**config.mk**
```make
export PLATFORM = sky130hd
export DESIGN_NAME = modem_ctrl_unit
export DESIGN_NICKNAME = d
export VERILOG_FILES = /design/src/rtl/mcsu_pkg.sv /design/src/rtl/mcsu_sync.sv /design/src/rtl/mcsu_delta.sv /design/src/rtl/modem_ctrl_unit.sv
export SDC_FILE = /design/constraint.sdc
export NUM_CORES = 1
export LEC_CHECK = 0
export BUFFER_PORTS_ARGS = -buffer_cell sky130_fd_sc_hd__buf_2
export CORE_MARGIN = 2
export CORE_UTILIZATION = 47
export DETAILED_ROUTE_END_ITERATION = 8
export GPL_TIMING_DRIVEN = 0
export HOLD_SLACK_MARGIN = 0.15
export PLACE_DENSITY = 0.85
export SKIP_CTS_REPAIR_TIMING = 1
export SYNTH_ARGS = -nofsm -noshare
export SYNTH_HDL_FRONTEND = slang
export SYNTH_SLANG_ARGS = --single-unit
```
**constraint.sdc**
```tcl
create_clock -name clk -period 3.14 [get_ports clk]
set_input_delay 0.628 -clock clk [delete_from_list [all_inputs] [get_ports clk]]
set_output_delay 0.628 -clock clk [all_outputs]
set_load 0.02 [all_outputs]
```
**src/rtl/mcsu_pkg.sv**
```systemverilog
package mcsu_pkg;
   localparam int BYTE_W  = 8;
   localparam int N_LINES = 4;
   localparam int CTL_W   = 5;

   // index of each modem input inside a line vector; also its status bit
   // position (level at idx+4, change flag at idx)
   localparam int LN_CTS = 0;
   localparam int LN_DSR = 1;
   localparam int LN_RI  = 2;
   localparam int LN_CD  = 3;

   // control bit positions
   localparam int CB_DTR  = 0;
   localparam int CB_RTS  = 1;
   localparam int CB_OUT1 = 2;
   localparam int CB_OUT2 = 3;
   localparam int CB_LOOP = 4;

   typedef logic [N_LINES-1:0] lines_t;
   typedef logic [CTL_W-1:0]   ctl_t;
endpackage

```
**src/rtl/mcsu_sync.sv**
```systemverilog
module mcsu_sync #(
   parameter int W      = 4,
   parameter int STAGES = 2
) (
   input  logic         clk,
   input  logic         rst_n,
   input  logic [W-1:0] d,
   output logic [W-1:0] q
);
   if (STAGES < 2) begin : g_bad_stages
      $error("mcsu_sync: STAGES must be at least 2");
   end
   if (W < 1) begin : g_bad_width
      $error("mcsu_sync: W must be positive");
   end

   logic [W-1:0] stg [STAGES];

   always_ff @(posedge clk or negedge rst_n) begin
      if (!rst_n) begin
         for (int k = 0; k < STAGES; k++) stg[k] <= '1;
      end else begin
         stg[0] <= d;
         for (int k = 1; k < STAGES; k++) stg[k] <= stg[k-1];
      end
   end

   assign q = stg[STAGES-1];
endmodule

```
**src/rtl/mcsu_delta.sv**
```systemverilog
module mcsu_delta
   import mcsu_pkg::*;
(
   input  logic   clk,
   input  logic   rst_n,
   input  lines_t cur,
   input  logic   clr,
   output lines_t lvl_q,
   output lines_t delta_q,
   output lines_t delta_nxt,
   output logic   chg
);
   lines_t evt;

   for (genvar i = 0; i < N_LINES; i++) begin : g_line
      if (i == LN_RI) begin : g_trail
         // ring flag: asserted-true level falling means the pin went high
         assign evt[i] = lvl_q[i] & ~cur[i];
      end else begin : g_any
         assign evt[i] = lvl_q[i] ^ cur[i];
      end
   end

   assign chg       = |(lvl_q ^ cur);
   assign delta_nxt = (delta_q & ~{N_LINES{clr}}) | evt;

   always_ff @(posedge clk or negedge rst_n) begin
      if (!rst_n) begin
         lvl_q   <= '0;
         delta_q <= '0;
      end else begin
         lvl_q   <= cur;
         delta_q <= delta_nxt;
      end
   end

   // a flag holds while no read is made
   p_flag_sticky_r2: assert property (@(posedge clk) disable iff (!rst_n)
      (!clr && delta_q[LN_CTS]) |=> delta_q[LN_CTS]);

   // ring flag rises only together with a falling ring level
   p_ring_trail_r3: assert property (@(posedge clk) disable iff (!rst_n)
      $rose(delta_q[LN_RI]) |-> ($past(lvl_q[LN_RI]) && !lvl_q[LN_RI]));

   // after a read, any remaining flag stems from a level change at that edge
   p_read_clear_r4: assert property (@(posedge clk) disable iff (!rst_n)
      clr |=> ((delta_q == '0) || (lvl_q != $past(lvl_q))));
endmodule

```
**src/rtl/modem_ctrl_unit.sv**
```systemverilog
module modem_ctrl_unit
   import mcsu_pkg::*;
#(
   parameter int SYNC_STAGES = 2
) (
   input  logic              clk,
   input  logic              rst_n,
   input  logic              ctl_wr,
   input  logic [BYTE_W-1:0] ctl_wdata,
   output logic [BYTE_W-1:0] ctl_rdata,
   input  logic              sts_rd,
   output logic [BYTE_W-1:0] sts_rdata,
   output logic              ntf_valid,
   output logic [BYTE_W-1:0] ntf_data,
   output logic              pin_dtr_n,
   output logic              pin_rts_n,
   output logic              pin_out1_n,
   output logic              pin_out2_n,
   input  logic              pin_cd_n,
   input  logic              pin_ri_n,
   input  logic              pin_dsr_n,
   input  logic              pin_cts_n
);
   localparam int PAD_W = BYTE_W - CTL_W;

   if (BYTE_W != 2 * N_LINES) begin : g_bad_byte
      $error("modem_ctrl_unit: status byte must hold levels and flags");
   end

   ctl_t   ctl_q;
   lines_t ext_n_raw, ext_n_sync, loop_lvl, cur;
   lines_t lvl_q, delta_q, delta_nxt;
   logic   chg;
   logic   loop_on;

   // control register
   always_ff @(posedge clk or negedge rst_n) begin
      if (!rst_n)      ctl_q <= '0;
      else if (ctl_wr) ctl_q <= ctl_wdata[CTL_W-1:0];
   end
   assign ctl_rdata = {{PAD_W{1'b0}}, ctl_q};
   assign loop_on   = ctl_q[CB_LOOP];

   // output pins, parked high in loopback
   assign pin_dtr_n  = loop_on | ~ctl_q[CB_DTR];
   assign pin_rts_n  = loop_on | ~ctl_q[CB_RTS];
   assign pin_out1_n = loop_on | ~ctl_q[CB_OUT1];
   assign pin_out2_n = loop_on | ~ctl_q[CB_OUT2];

   // input capture
   always_comb begin
      ext_n_raw         = '1;
      ext_n_raw[LN_CTS] = pin_cts_n;
      ext_n_raw[LN_DSR] = pin_dsr_n;
      ext_n_raw[LN_RI]  = pin_ri_n;
      ext_n_raw[LN_CD]  = pin_cd_n;
   end

   mcsu_sync #(.W(N_LINES), .STAGES(SYNC_STAGES)) u_sync (
      .clk   (clk),
      .rst_n (rst_n),
      .d     (ext_n_raw),
      .q     (ext_n_sync)
   );

   always_comb begin
      loop_lvl         = '0;
      loop_lvl[LN_CTS] = ctl_q[CB_RTS];
      loop_lvl[LN_DSR] = ctl_q[CB_DTR];
      loop_lvl[LN_RI]  = ctl_q[CB_OUT1];
      loop_lvl[LN_CD]  = ctl_q[CB_OUT2];
   end

   assign cur = loop_on ? loop_lvl : ~ext_n_sync;

   mcsu_delta u_delta (
      .clk       (clk),
      .rst_n     (rst_n),
      .cur       (cur),
      .clr       (sts_rd),
      .lvl_q     (lvl_q),
      .delta_q   (delta_q),
      .delta_nxt (delta_nxt),
      .chg       (chg)
   );

   assign sts_rdata = {lvl_q, delta_q};

   // notification
   always_ff @(posedge clk or negedge rst_n) begin
      if (!rst_n) begin
         ntf_valid <= 1'b0;
         ntf_data  <= '0;
      end else begin
         ntf_valid <= chg;
         ntf_data  <= {cur, delta_nxt};
      end
   end

   // the notified byte is the status byte of that cycle
   p_ntf_match_r8: assert property (@(posedge clk) disable iff (!rst_n)
      ntf_valid |-> (ntf_data == sts_rdata));

   // a notification follows a level change
   p_ntf_cause_r8: assert property (@(posedge clk) disable iff (!rst_n)
      ntf_valid |-> (lvl_q != $past(lvl_q)));

   // in steady loopback the clear-to-send level tracks RTS
   p_loop_cts_r7: assert property (@(posedge clk) disable iff (!rst_n)
      (ctl_q[CB_LOOP] && $past(ctl_q[CB_LOOP]))
         |-> (sts_rdata[BYTE_W/2 + LN_CTS] == $past(ctl_q[CB_RTS])));

   // loopback leaves all outputs inactive
   p_loop_park_r7: assert property (@(posedge clk) disable iff (!rst_n)
      $rose(ctl_q[CB_LOOP]) |-> (pin_dtr_n && pin_rts_n && pin_out1_n && pin_out2_n));
endmodule

```
==> impl_metrics.csv <==
group,metric,value,unit
outcome,status,"finished, final reports clean",
yosys,syn_area,884.6,µm²
power,peakVddDrop,0.3370,mV
floorplan,dieArea,2245,µm²
timing,whs,0.2578,ns
grt,grt_max_degree,23,
floorplan,start_util,0.5068,
routing,drt_iter0_markers,3,
clock_network,clock_path_buffers,2,
yosys,yosysTopAreaCell,"dfrtp_1",
yosys,avgSynthCellArea,12.64,µm²
final_layout,antenna_cells,0,
setup_path,crit_required,2.51,ns
clock_network,clkSinkCount,22,
floorplan,die_w,47.39,µm
clock_network,clkSlewWorstSetupHoldPaths,0.11,ns
yosys,ys_types,17,
setup_path,cp_max_fo,10,
grt,use_met3,0.02308,
floorplan,die_h,47.39,µm
power,powerDensity,590.5,nW/µm²
yosys,synthTopCellsByArea,"dfrtp_1, dfstp_2, buf_4, mux2_2, o21ai_0",
timing,fmax,0.5601,GHz
setup_path,rrSetupSlack,1.76,ns
hold_path,hp-class,"in -> async",
yosys,yosys_most_used_dff,"dfrtp_1",
yosys,yosys-top-cells-count,"dfrtp_1, buf_4, dfstp_2, inv_1, o21ai_0",
timing,hold_viol_final,0,
power,p_leak,0.5848,nW
yosys,ys_warn_count,0,
final_layout,postLayoutCoreUtil,0.6480,
yosys,synth_top_area_share,0.3960,
yosys,synth_enable_flop_cells,0,
final_layout,fill_cells,152,
grt,track_usage,0.1496,
clock_network,tritoncts,"yes",
routing,drc,0,
grt,grtUsageMet2,0.2676,
final_layout,syn_to_final_growth,27.86,%
grt,grt_antenna_before_repair,0,
floorplan,rows,15,
grt,top_usage_layer,"met2",
grt,grt_pass1_vias,538,
floorplan,ios,45,
yosys,synth.most_common_cell,"dfrtp_1",
place,pre_cts_slack,1.679,ns
yosys,yosysSeqAreaShare,0.6337,
setup_path,rr_endpoint,"ntf_valid$_DFF_PN0_",
setup_path,start_kind,"flip-flop",
routing,num_vias,611,
timing,drv_slew,0,
routing,routed_via_density,4.460,
timing,period_share,0.5686,
place,io_buffers,37,
grt,overflow,0,
power,power.total,0.6679,mW
routing,antenna_left,0,
grt,grt_pass1_wl,2.221,mm
routing,wl_per_cell,10.77,µm
setup_path,crit_family,"flip-flops",
yosys,syn_inst,70,
floorplan,core-area,1745,µm²
timing,min_period,1.785,ns
setup_path,rr_worst_depth,4,
clock_network,cts_buffers,3,
timing,finClkSkew,0.001257,ns
final_layout,nets,131,
grt,met1_usage,0.1600,
setup_path,crit_chain,"buf_6 -> nand2b_1 -> buf_2",
setup_path,worst-setup-path-type,"reg -> out",
place,dp_hpwl,1.171,mm
routing,drt_first_pass_iters,4,
setup_path,worstSetupEndpointType,"primary output",
setup_path,crit_buf_inv,2,
run,maxCapViolations,0,
final_layout,drive_gt1_frac,0.5893,
timing,setup_viol,0,
timing,fin_ws,1.355,ns
routing,wirelength,1.475,mm
clock_network,cts_root_buffer,"clkbuf_4",
setup_path,crit_path_max_incr_delay,0.41,ns
place,gp_congestion,0.6798,
clock_network,clkLatencyLatePin,0.30,ns
yosys,ys_seq_elements,22,
timing,setup-tns-final,0,ns
timing,rsz0062_at_grt,"false",
setup_path,crit_slowest_cell,"dfrtp_1",
yosys,async_flop_share,1.000,
clock_network,htree_levels,1,
setup_path,cp.arrival,1.16,ns
setup_path,worstReg2RegStart,"ctl_q[4]$_DFFE_PN0P_",
-- state kept, by name, indices dropped and copies added (netlist names) --
name and flops:
u_sync.stg 4, ntf_data 2, u_delta.delta_q 3, u_delta.lvl_q 3, ctl_q 5, ntf_valid 1, u_sync.q 4
-- area by class of cell --
type	instances	area, µm²	area share
tap	25	31.28	0.02765
buffer	13	97.59	0.08628
timing repair buffer	37	185.2	0.1637
inverter	8	30.03	0.02655
clock buffer	3	22.52	0.01991
sequential	22	560.5	0.4956
multi-input combinational	29	203.9	0.1803
-- stage by stage --
| step | instance area (µm²) | std cells |
|---|---|---|
| final | 1131 | 137 |
| after global routing | 1131 | 137 |
| after CTS | 1131 | 137 |
| after detailed placement | 1109 | 134 |
| after global placement | 1109 | 134 |
| after floorplan | 892.1 | 72 |
-- routing by layer --
metal  vias up  wire length, µm
met1       282              552
met4         0               29
li1        290                -
met5         -                0
met2        35              748
met3         4              145
-- how the worst max path moves through the flow --
stage,end,startpoint,cells after the start,slack [ns]
2_1_floorplan,pin_dtr_n,ctl_q[4]$_DFFE_PN0P_,2,1.68
3_3_place_gp,pin_out1_n,ctl_q[4]$_DFFE_PN0P_,3,1.72
3_5_place_dp,pin_dtr_n,ctl_q[4]$_DFFE_PN0P_,3,1.68
4_1_cts,pin_dtr_n,ctl_q[4]$_DFFE_PN0P_,3,1.33
5_1_grt,pin_rts_n,ctl_q[4]$_DFFE_PN0P_,3,1.30
6_report,pin_dtr_n,ctl_q[4]$_DFFE_PN0P_,3,1.35
-- cells by family (layout without fill, tap and decap cells) --
group,after synthesis,after routing,share of synthesized area
AOI/OAI and AO/OA,8,8,0.05234
adders and majority gates,1,1,0.01414
other,1,3,0.004239
xor gates and xnor gates,3,3,0.02971
and+or+nand+nor,9,9,0.05233
buffers and inverters,21,61,0.1443
DFF,22,22,0.6337
muxes,5,5,0.06931
-- where the power goes --
group	internal, mW	switching [mW]
clock network	0.0447	0.0768
logic	0.0878	0.120
registers	0.318	0.0200
total	0.451	0.217
-- placed cells by master, fill, tap and decap left out, types with 3 or more instances in the layout --
master | netlist | final
clkbuf_4 | 0 | 3
buf_2 | 0 | 37
buf_4 | 11 | 11
dfrtp_1 | 14 | 14
nand2b_1 | 4 | 4
o21ai_0 | 6 | 6
inv_1 | 8 | 8
dfstp_2 | 8 | 8
xnor2_1 | 3 | 3
nand2_1 | 4 | 4
mux2_2 | 3 | 3
conb_1 | 1 | 3
Note: power is estimated with default switching activity, not from simulation.
